<file path="config.mk">
export PLATFORM = sky130hd
export DESIGN_NAME = dma_chan_status
export DESIGN_NICKNAME = d
export VERILOG_FILES = /design/src/rtl/dcs_pkg.sv /design/src/rtl/dcs_wr_decode.sv /design/src/rtl/dcs_chan_reg.sv /design/src/rtl/dcs_irq_merge.sv /design/src/rtl/dma_chan_status.sv
export SDC_FILE = /design/constraint.sdc
export NUM_CORES = 1
export LEC_CHECK = 0
export ABC_AREA = 1
export BUFFER_PORTS_ARGS = -buffer_cell sky130_fd_sc_hd__buf_2
export CAP_MARGIN = 20
export CORE_MARGIN = 4
export CORE_UTILIZATION = 24
export DETAILED_ROUTE_END_ITERATION = 10
export PLACE_DENSITY = 0.52
export SYNTH_ARGS = -nofsm -noshare
export SYNTH_HDL_FRONTEND = slang
export SYNTH_SLANG_ARGS = --single-unit
</file>
<file path="constraint.sdc">
create_clock -name clk -period 1.2 [get_ports clk]
set_clock_uncertainty 0.05 [all_clocks]
set_input_delay 0.06 -clock clk [delete_from_list [all_inputs] [get_ports clk]]
set_output_delay 0.06 -clock clk [all_outputs]
set_load 0.05 [all_outputs]
</file>
<file path="src/rtl/dcs_pkg.sv">
package dcs_pkg;
  // bit positions of the channel word
  localparam int B_BERR    = 0;
  localparam int B_START   = 1;
  localparam int B_END     = 2;
  localparam int B_STOP    = 3;
  localparam int B_RAS     = 4;
  localparam int B_REQ     = 8;
  localparam int B_EOR     = 9;
  localparam int B_CMP     = 10;
  localparam int B_MASKRUN = 22;
  localparam int B_RASEN   = 23;
  localparam int B_CMPCLR  = 24;
  localparam int B_CMPSET  = 25;
  localparam int B_CTL_LO  = 26;
  localparam int B_EOREN   = 28;
  localparam int B_STOPEN  = 29;
  localparam int B_NOFETCH = 30;
  localparam int B_RUN     = 31;
  localparam int CTL_W     = 6;   // bits 31:26 stored as one field

  typedef struct packed {
    logic [CTL_W-1:0] ctl;      // loaded bits 31:26
    logic             ras_en;   // loaded bit 23
    logic             run;
    logic             nofetch;
    logic             halt;     // run and mask-run both 0
    logic             clr_start;
    logic             clr_end;
    logic             clr_eor;
    logic             cmp_clr;
    logic             cmp_set;
  } wr_act_t;
endpackage

</file>
<file path="src/rtl/dcs_wr_decode.sv">
module dcs_wr_decode
  import dcs_pkg::*;
#(
  parameter int NCH = 16,
  localparam int CHW = $clog2(NCH)
) (
  input  logic           wr_en,
  input  logic [CHW-1:0] wr_chan,
  input  logic [31:0]    wr_data,
  output logic [NCH-1:0] sel,
  output wr_act_t        act
);
  for (genvar i = 0; i < NCH; i++) begin : g_sel
    assign sel[i] = wr_en && (wr_chan == CHW'(i));
  end

  always_comb begin
    act.ctl       = wr_data[B_RUN:B_CTL_LO];
    act.ras_en    = wr_data[B_RASEN];
    act.run       = wr_data[B_RUN];
    act.nofetch   = wr_data[B_NOFETCH];
    act.halt      = !wr_data[B_RUN] && !wr_data[B_MASKRUN];
    act.clr_start = wr_data[B_START];
    act.clr_end   = wr_data[B_END];
    act.clr_eor   = wr_data[B_EOR];
    act.cmp_clr   = wr_data[B_CMPCLR];
    act.cmp_set   = wr_data[B_CMPSET];
  end
endmodule

</file>
<file path="src/rtl/dcs_chan_reg.sv">
module dcs_chan_reg
  import dcs_pkg::*;
(
  input  logic        clk,
  input  logic        rst,
  input  logic        sel,
  input  wr_act_t     act,
  input  logic        e_start,
  input  logic        e_end,
  input  logic        e_eor,
  input  logic        e_ras,
  input  logic        e_stop,
  input  logic        req,
  output logic [31:0] word,
  output logic        qual,
  output logic        go_q,
  output logic        fetch_q
);
  logic [CTL_W-1:0] ctl_q;
  logic ras_en_q, start_f, end_f, stop_f, ras_f, eor_f, cmp_f;

  always_ff @(posedge clk) begin
    if (rst) begin
      ctl_q    <= '0;
      ras_en_q <= 1'b0;
      start_f  <= 1'b0;
      end_f    <= 1'b0;
      stop_f   <= 1'b1;
      ras_f    <= 1'b0;
      eor_f    <= 1'b0;
      cmp_f    <= 1'b0;
      go_q     <= 1'b0;
      fetch_q  <= 1'b0;
    end else begin
      if (sel) begin
        ctl_q    <= act.ctl;
        ras_en_q <= act.ras_en;
      end
      // engine events take priority over software clears
      if (e_start)                     start_f <= 1'b1;
      else if (sel && act.clr_start)   start_f <= 1'b0;
      if (e_end)                       end_f <= 1'b1;
      else if (sel && act.clr_end)     end_f <= 1'b0;
      if (e_eor)                       eor_f <= 1'b1;
      else if (sel && act.clr_eor)     eor_f <= 1'b0;
      if (e_stop)                      stop_f <= 1'b1;
      else if (sel && act.run)         stop_f <= 1'b0;
      else if (sel && act.halt)        stop_f <= 1'b1;
      if (e_ras)                       ras_f <= 1'b0 | 1'b1;
      else if (sel && act.run)         ras_f <= 1'b0;
      if (sel && act.cmp_set)          cmp_f <= 1'b1;
      else if (sel && act.cmp_clr)     cmp_f <= 1'b0;
      go_q    <= sel && act.run && act.nofetch;
      fetch_q <= sel && act.run && !act.nofetch;
    end
  end

  always_comb begin
    word            = '0;
    word[B_START]   = start_f;
    word[B_END]     = end_f;
    word[B_STOP]    = stop_f;
    word[B_RAS]     = ras_f;
    word[B_REQ]     = req;
    word[B_EOR]     = eor_f;
    word[B_CMP]     = cmp_f;
    word[B_RASEN]   = ras_en_q;
    word[B_RUN:B_CTL_LO] = ctl_q;
  end

  assign qual = (stop_f && ctl_q[B_STOPEN-B_CTL_LO])
              || (eor_f && ctl_q[B_EOREN-B_CTL_LO])
              || (ras_f && ras_en_q)
              || start_f || end_f;


  evt_wins_chk: assert property (@(posedge clk) disable iff (rst)
    e_start |=> start_f);

  halt_sets_stop_chk: assert property (@(posedge clk) disable iff (rst)
    (sel && act.halt) |=> stop_f);

  run_clears_stop_chk: assert property (@(posedge clk) disable iff (rst)
    (sel && act.run && !e_stop) |=> !stop_f);

  cmp_set_chk: assert property (@(posedge clk) disable iff (rst)
    (sel && act.cmp_set) |=> cmp_f);

  pulse_excl_chk: assert property (@(posedge clk) disable iff (rst)
    !(go_q && fetch_q));
endmodule

</file>
<file path="src/rtl/dcs_irq_merge.sv">
module dcs_irq_merge #(
  parameter int NCH = 16,
  localparam int CHW = $clog2(NCH)
) (
  input  logic                  clk,
  input  logic                  rst,
  input  logic [NCH-1:0][31:0]  words,
  input  logic [NCH-1:0]        qual,
  input  logic [CHW-1:0]        rd_chan,
  output logic [31:0]           rd_data,
  output logic [NCH-1:0]        summary,
  output logic                  irq
);
  always_ff @(posedge clk) begin
    if (rst) begin
      rd_data <= '0;
      summary <= '0;
      irq     <= 1'b0;
    end else begin
      rd_data <= words[rd_chan];
      summary <= qual;
      irq     <= |qual;
    end
  end


  irq_summary_chk: assert property (@(posedge clk) disable iff (rst)
    irq == (summary != '0));

  summary_follow_chk: assert property (@(posedge clk) disable iff (rst)
    (qual == '0) |=> !irq);
endmodule

</file>
<file path="src/rtl/dma_chan_status.sv">
module dma_chan_status
  import dcs_pkg::*;
#(
  parameter int NCH = 16,
  localparam int CHW = $clog2(NCH)
) (
  input  logic           clk,
  input  logic           rst,
  input  logic           wr_en,
  input  logic [CHW-1:0] wr_chan,
  input  logic [31:0]    wr_data,
  input  logic [CHW-1:0] rd_chan,
  output logic [31:0]    rd_data,
  input  logic [NCH-1:0] ev_start,
  input  logic [NCH-1:0] ev_end,
  input  logic [NCH-1:0] ev_eor,
  input  logic [NCH-1:0] ev_ras,
  input  logic [NCH-1:0] ev_stop,
  input  logic [NCH-1:0] req_active,
  output logic [NCH-1:0] start_go,
  output logic [NCH-1:0] fetch_req,
  output logic [NCH-1:0] summary,
  output logic           irq
);
  logic [NCH-1:0]       sel;
  wr_act_t              act;
  logic [NCH-1:0][31:0] words;
  logic [NCH-1:0]       qual;

  dcs_wr_decode #(.NCH(NCH)) u_dec (
    .wr_en(wr_en), .wr_chan(wr_chan), .wr_data(wr_data),
    .sel(sel), .act(act)
  );

  for (genvar i = 0; i < NCH; i++) begin : g_ch
    dcs_chan_reg u_ch (
      .clk(clk), .rst(rst), .sel(sel[i]), .act(act),
      .e_start(ev_start[i]), .e_end(ev_end[i]), .e_eor(ev_eor[i]),
      .e_ras(ev_ras[i]), .e_stop(ev_stop[i]), .req(req_active[i]),
      .word(words[i]), .qual(qual[i]),
      .go_q(start_go[i]), .fetch_q(fetch_req[i])
    );
  end

  dcs_irq_merge #(.NCH(NCH)) u_irq (
    .clk(clk), .rst(rst), .words(words), .qual(qual), .rd_chan(rd_chan),
    .rd_data(rd_data), .summary(summary), .irq(irq)
  );
endmodule

</file>
==> results by group <==
Outcome
  • Status: finished, violations left
  • Failing checks: setup timing

Critical path
  • Slowest CP cell: dfxtp_2
  • Maximum fanout along the worst path: 2
  • CP cell instances: nor2_1 -> nand2_1 -> nor2_4 -> nand2_2 -> nor2_4 -> nand2_2 -> nor2_2 -> nor2_1
  • Critical path's largest stage delay: 0.32 ns
  • Startpoint types: register
  • Worst R2R Setup Slack: -0.14 ns
  • Element type at the critical path end: register
  • Setup crit end: u_irq.irq
  • Crit. Startpoint: g_ch[8].u_ch.end_f
  • Crit path depth: 8
  • Bufs and invs on worst path: 0
  • WP data required: 1.55 ns
  • Setup CP Type: reg2reg
  • Worst r2r src: g_ch[8].u_ch.end_f
  • Top cell family by delay on the critical path: simple AND/OR/NAND/NOR gates
  • Reg2reg path depth: 8
  • Worst reg2reg endpoint: u_irq.irq
  • Worst EP arrival: 1.69 ns

Layout
  • Area occupied by multi-input gates: 5590 um2
  • Fillcell total: 5289
  • Share of layout cells above drive strength 1: 0.280
  • Layout area overhead: 50.9%
  • Post-route insts no fill: 2929
  • Layout Nets: 2374
  • Max reg flops: 96
  • Reg area: 5460 um2
  • Diodes inserted: 0
  • Most flop-heavy register: g_ch.u_ch.ctl_q

Detailed routing
  • Violation count after the first detailed-route iteration: 1258
  • Routed Antenna Nets: 0
  • DRC: 0
  • Routed WL: 49900 um
  • Via-per-instance ratio: 4.48
  • Total number of vias: 13100
  • DR WL/cell: 17.0 um
  • Drt pass-1 iters: 5

Power and ir drop
  • Pleak: 8.42 nW
  • Cell Pwr Density: 1310 nW/um2
  • Worst IR Drop VDD: 0.000964 V

Floorplan
  • Boundary pin count: 220
  • Die Y: 233 um
  • Row cnt: 82
  • Die Wd: 233 um
  • Die area: 54400 um2
  • Initial core utilization: 0.243
  • Core Footprint: 50200 um2

Placed design
  • HPWL Detailed: 36200 um
  • Port bufs: 182
  • Final GP Congestion: 0.887
  • Placed Cells: 2751

Timing
  • Hold WS: 0.0156 ns
  • Min Tclk post-route: 1.34 ns
  • Min setup slack post-route: -0.141 ns
  • RSZ-0062 raised after global routing: yes
  • Setup Viol. Count Final: 3
  • Max-slew violation total from the final report: 0
  • Period utilisation layout: 1.12
  • Slew HR: 0.460
  • Fmax achieved: 745 MHz
  • Worst-Margin Slew: 0.810 ns
  • Hold Violations, Final: 0

Clocking
  • H-tree depth: 2
  • Clk Latency, worst-skew pair: 0.52 ns
  • CTS max path bufs: 3
  • Worst-path clk slew: 0.06 ns
  • TritonCTS Buffers: 34
  • Root Buffer: clkbuf_16
  • CTS tree: built
  • # clock sinks: 271

Logic synthesis
  • Primary FF master, synth: dfxtp_1
  • Synth cell types: 22
  • Mean Syn Cell Area: 6.82 um2
  • Most frequent cell after synthesis: nand2_1
  • Cell area after synthesis: 12200 um2
  • Synth area leader: dfxtp_1
  • EDFF count, synth: 0
  • Synth area leaders: dfxtp_1 (45%), nand2_1 (12%), a21oi_1 (7.8%), nand3_1 (6.7%), nor2_1 (6.6%)
  • Commonest cells in the netlist: nand2_1 (386), dfxtp_1 (271), nor2_1 (213), inv_1 (212), a21oi_1 (189)
  • Flops & latches, synth: 271
  • Ys async rst share: 0
  • Mapped Cells: 1786
  • Area share of the largest cell type after synthesis: 0.445
  • Ys Warns: 0
  • Register area share after synthesis: 0.445

Global routing
  • Met1 global-route usage: 0.256
  • GRT overflow: 0
  • Vias in the first global route: 13000
  • Initial antenna violation count: 1
  • First-pass GRT wire length: 76100 um
  • Met2 usage: 0.279
  • Top Usage Layer GRT: met2
  • GRT Util Overall: 0.180
  • Global routing usage on met3: 0.0337
  • Largest net degree at the start of global routing: 61

Min path
  • Tightest Hold Check Type: in2reg

Run
  • Max-cap violations: 0
## tightest hold or removal path, stage by stage
cell and delay (ns):
buf_2 0.10, inv_1 0.05, nand2_1 0.05, nand3_1 0.07, nand3_1 0.07, nand3_1 0.08
a21oi_1 0.06
## area by class of cell
type / instances / share of cell area
timing repair buffer: 547 / 0.245
clock inverter: 6 / 0.00456
sequential: 271 / 0.297
multi-input combinational: 1160 / 0.304
tap: 672 / 0.0457
clock buffer: 52 / 0.0583
inverter: 221 / 0.0451
## cells by family after synthesis
group / Yosys count / synth area share
AOI/OAI and AO/OA: 366 / 0.155
buffers and inverters: 372 / 0.136
DFF: 271 / 0.445
other: 1 / 0.000308
and+or+nand+nor: 776 / 0.263
## timing repair
action,4_1_cts,5_1_grt
hold buffers,111,0
gates resized for setup,141,81
endpoints found under the setup margin,58,46
endpoints found under the hold margin,131,0
buffers inserted,7,3
gates cloned,0,0
pin swaps,29,36
## worst min-delay path by stage
stage / depth (start not counted) / from / slack (ns) / endpoint
floorplan: 2 / ev_ras[0] / 0.13 / g_ch[0].u_ch.ras_f
detailed placement: 3 / ev_ras[12] / 0.23 / g_ch[12].u_ch.ras_f
global route: 3 / rst / 0.04 / g_ch[12].u_ch.ras_f
CTS: 7 / req_active[11] / 0.006 / u_irq.rd_data[8]
finish: 7 / req_active[11] / 0.02 / u_irq.rd_data[8]
global placement: 3 / ev_ras[1] / 0.22 / g_ch[1].u_ch.ras_f
## layer usage
| metal | vias up | wire length (um) | part of all wire |
|---|---|---|---|
| li1 | 6495 | - | - |
| met1 | 6050 | 22800 | 0.46 |
| met2 | 486 | 21500 | 0.43 |
| met3 | 85 | 4020 | 0.081 |
| met4 | 2 | 1520 | 0.030 |
| met5 | - | 7 | 0.00014 |
## power by group
| group | total, mW | leakage [nW] | internal (mW) | switching, mW |
|---|---|---|---|---|
| registers | 9.52 | 2.23 | 9.35 | 0.173 |
| clock network | 10.6 | 0.572 | 6.57 | 4.03 |
| logic | 3.93 | 5.63 | 1.62 | 2.30 |
## placed cells by master (no fill, tap or decap), drive strengths merged, types with 24 or more instances in the layout
master	n
clkbuf	64
a21oi	189
buf	424
dlygate4sd3	110
inv	221
o21ai	153
nand2	387
nor2	221
nand3	167
o211ai	24
dfxtp	271
## metrics by stage
stage	worst slack, ns	TNS, ns	power, mW	util	cell area (um2)
6_report	-0.141	-0.170	24.0	0.366	18400
5_1_grt	-0.154	-0.279	25.0	0.366	18400
4_1_cts	-0.0803	-0.296	24.2	0.361	18100
3_5_place_dp	-0.392	-28.46	13.0	0.306	15400
3_3_place_gp	-0.386	-24.97	13.0	0.306	15400
2_1_floorplan	0.0966	0	11.4	-	12200
Power figures use the tool's default switching activity.
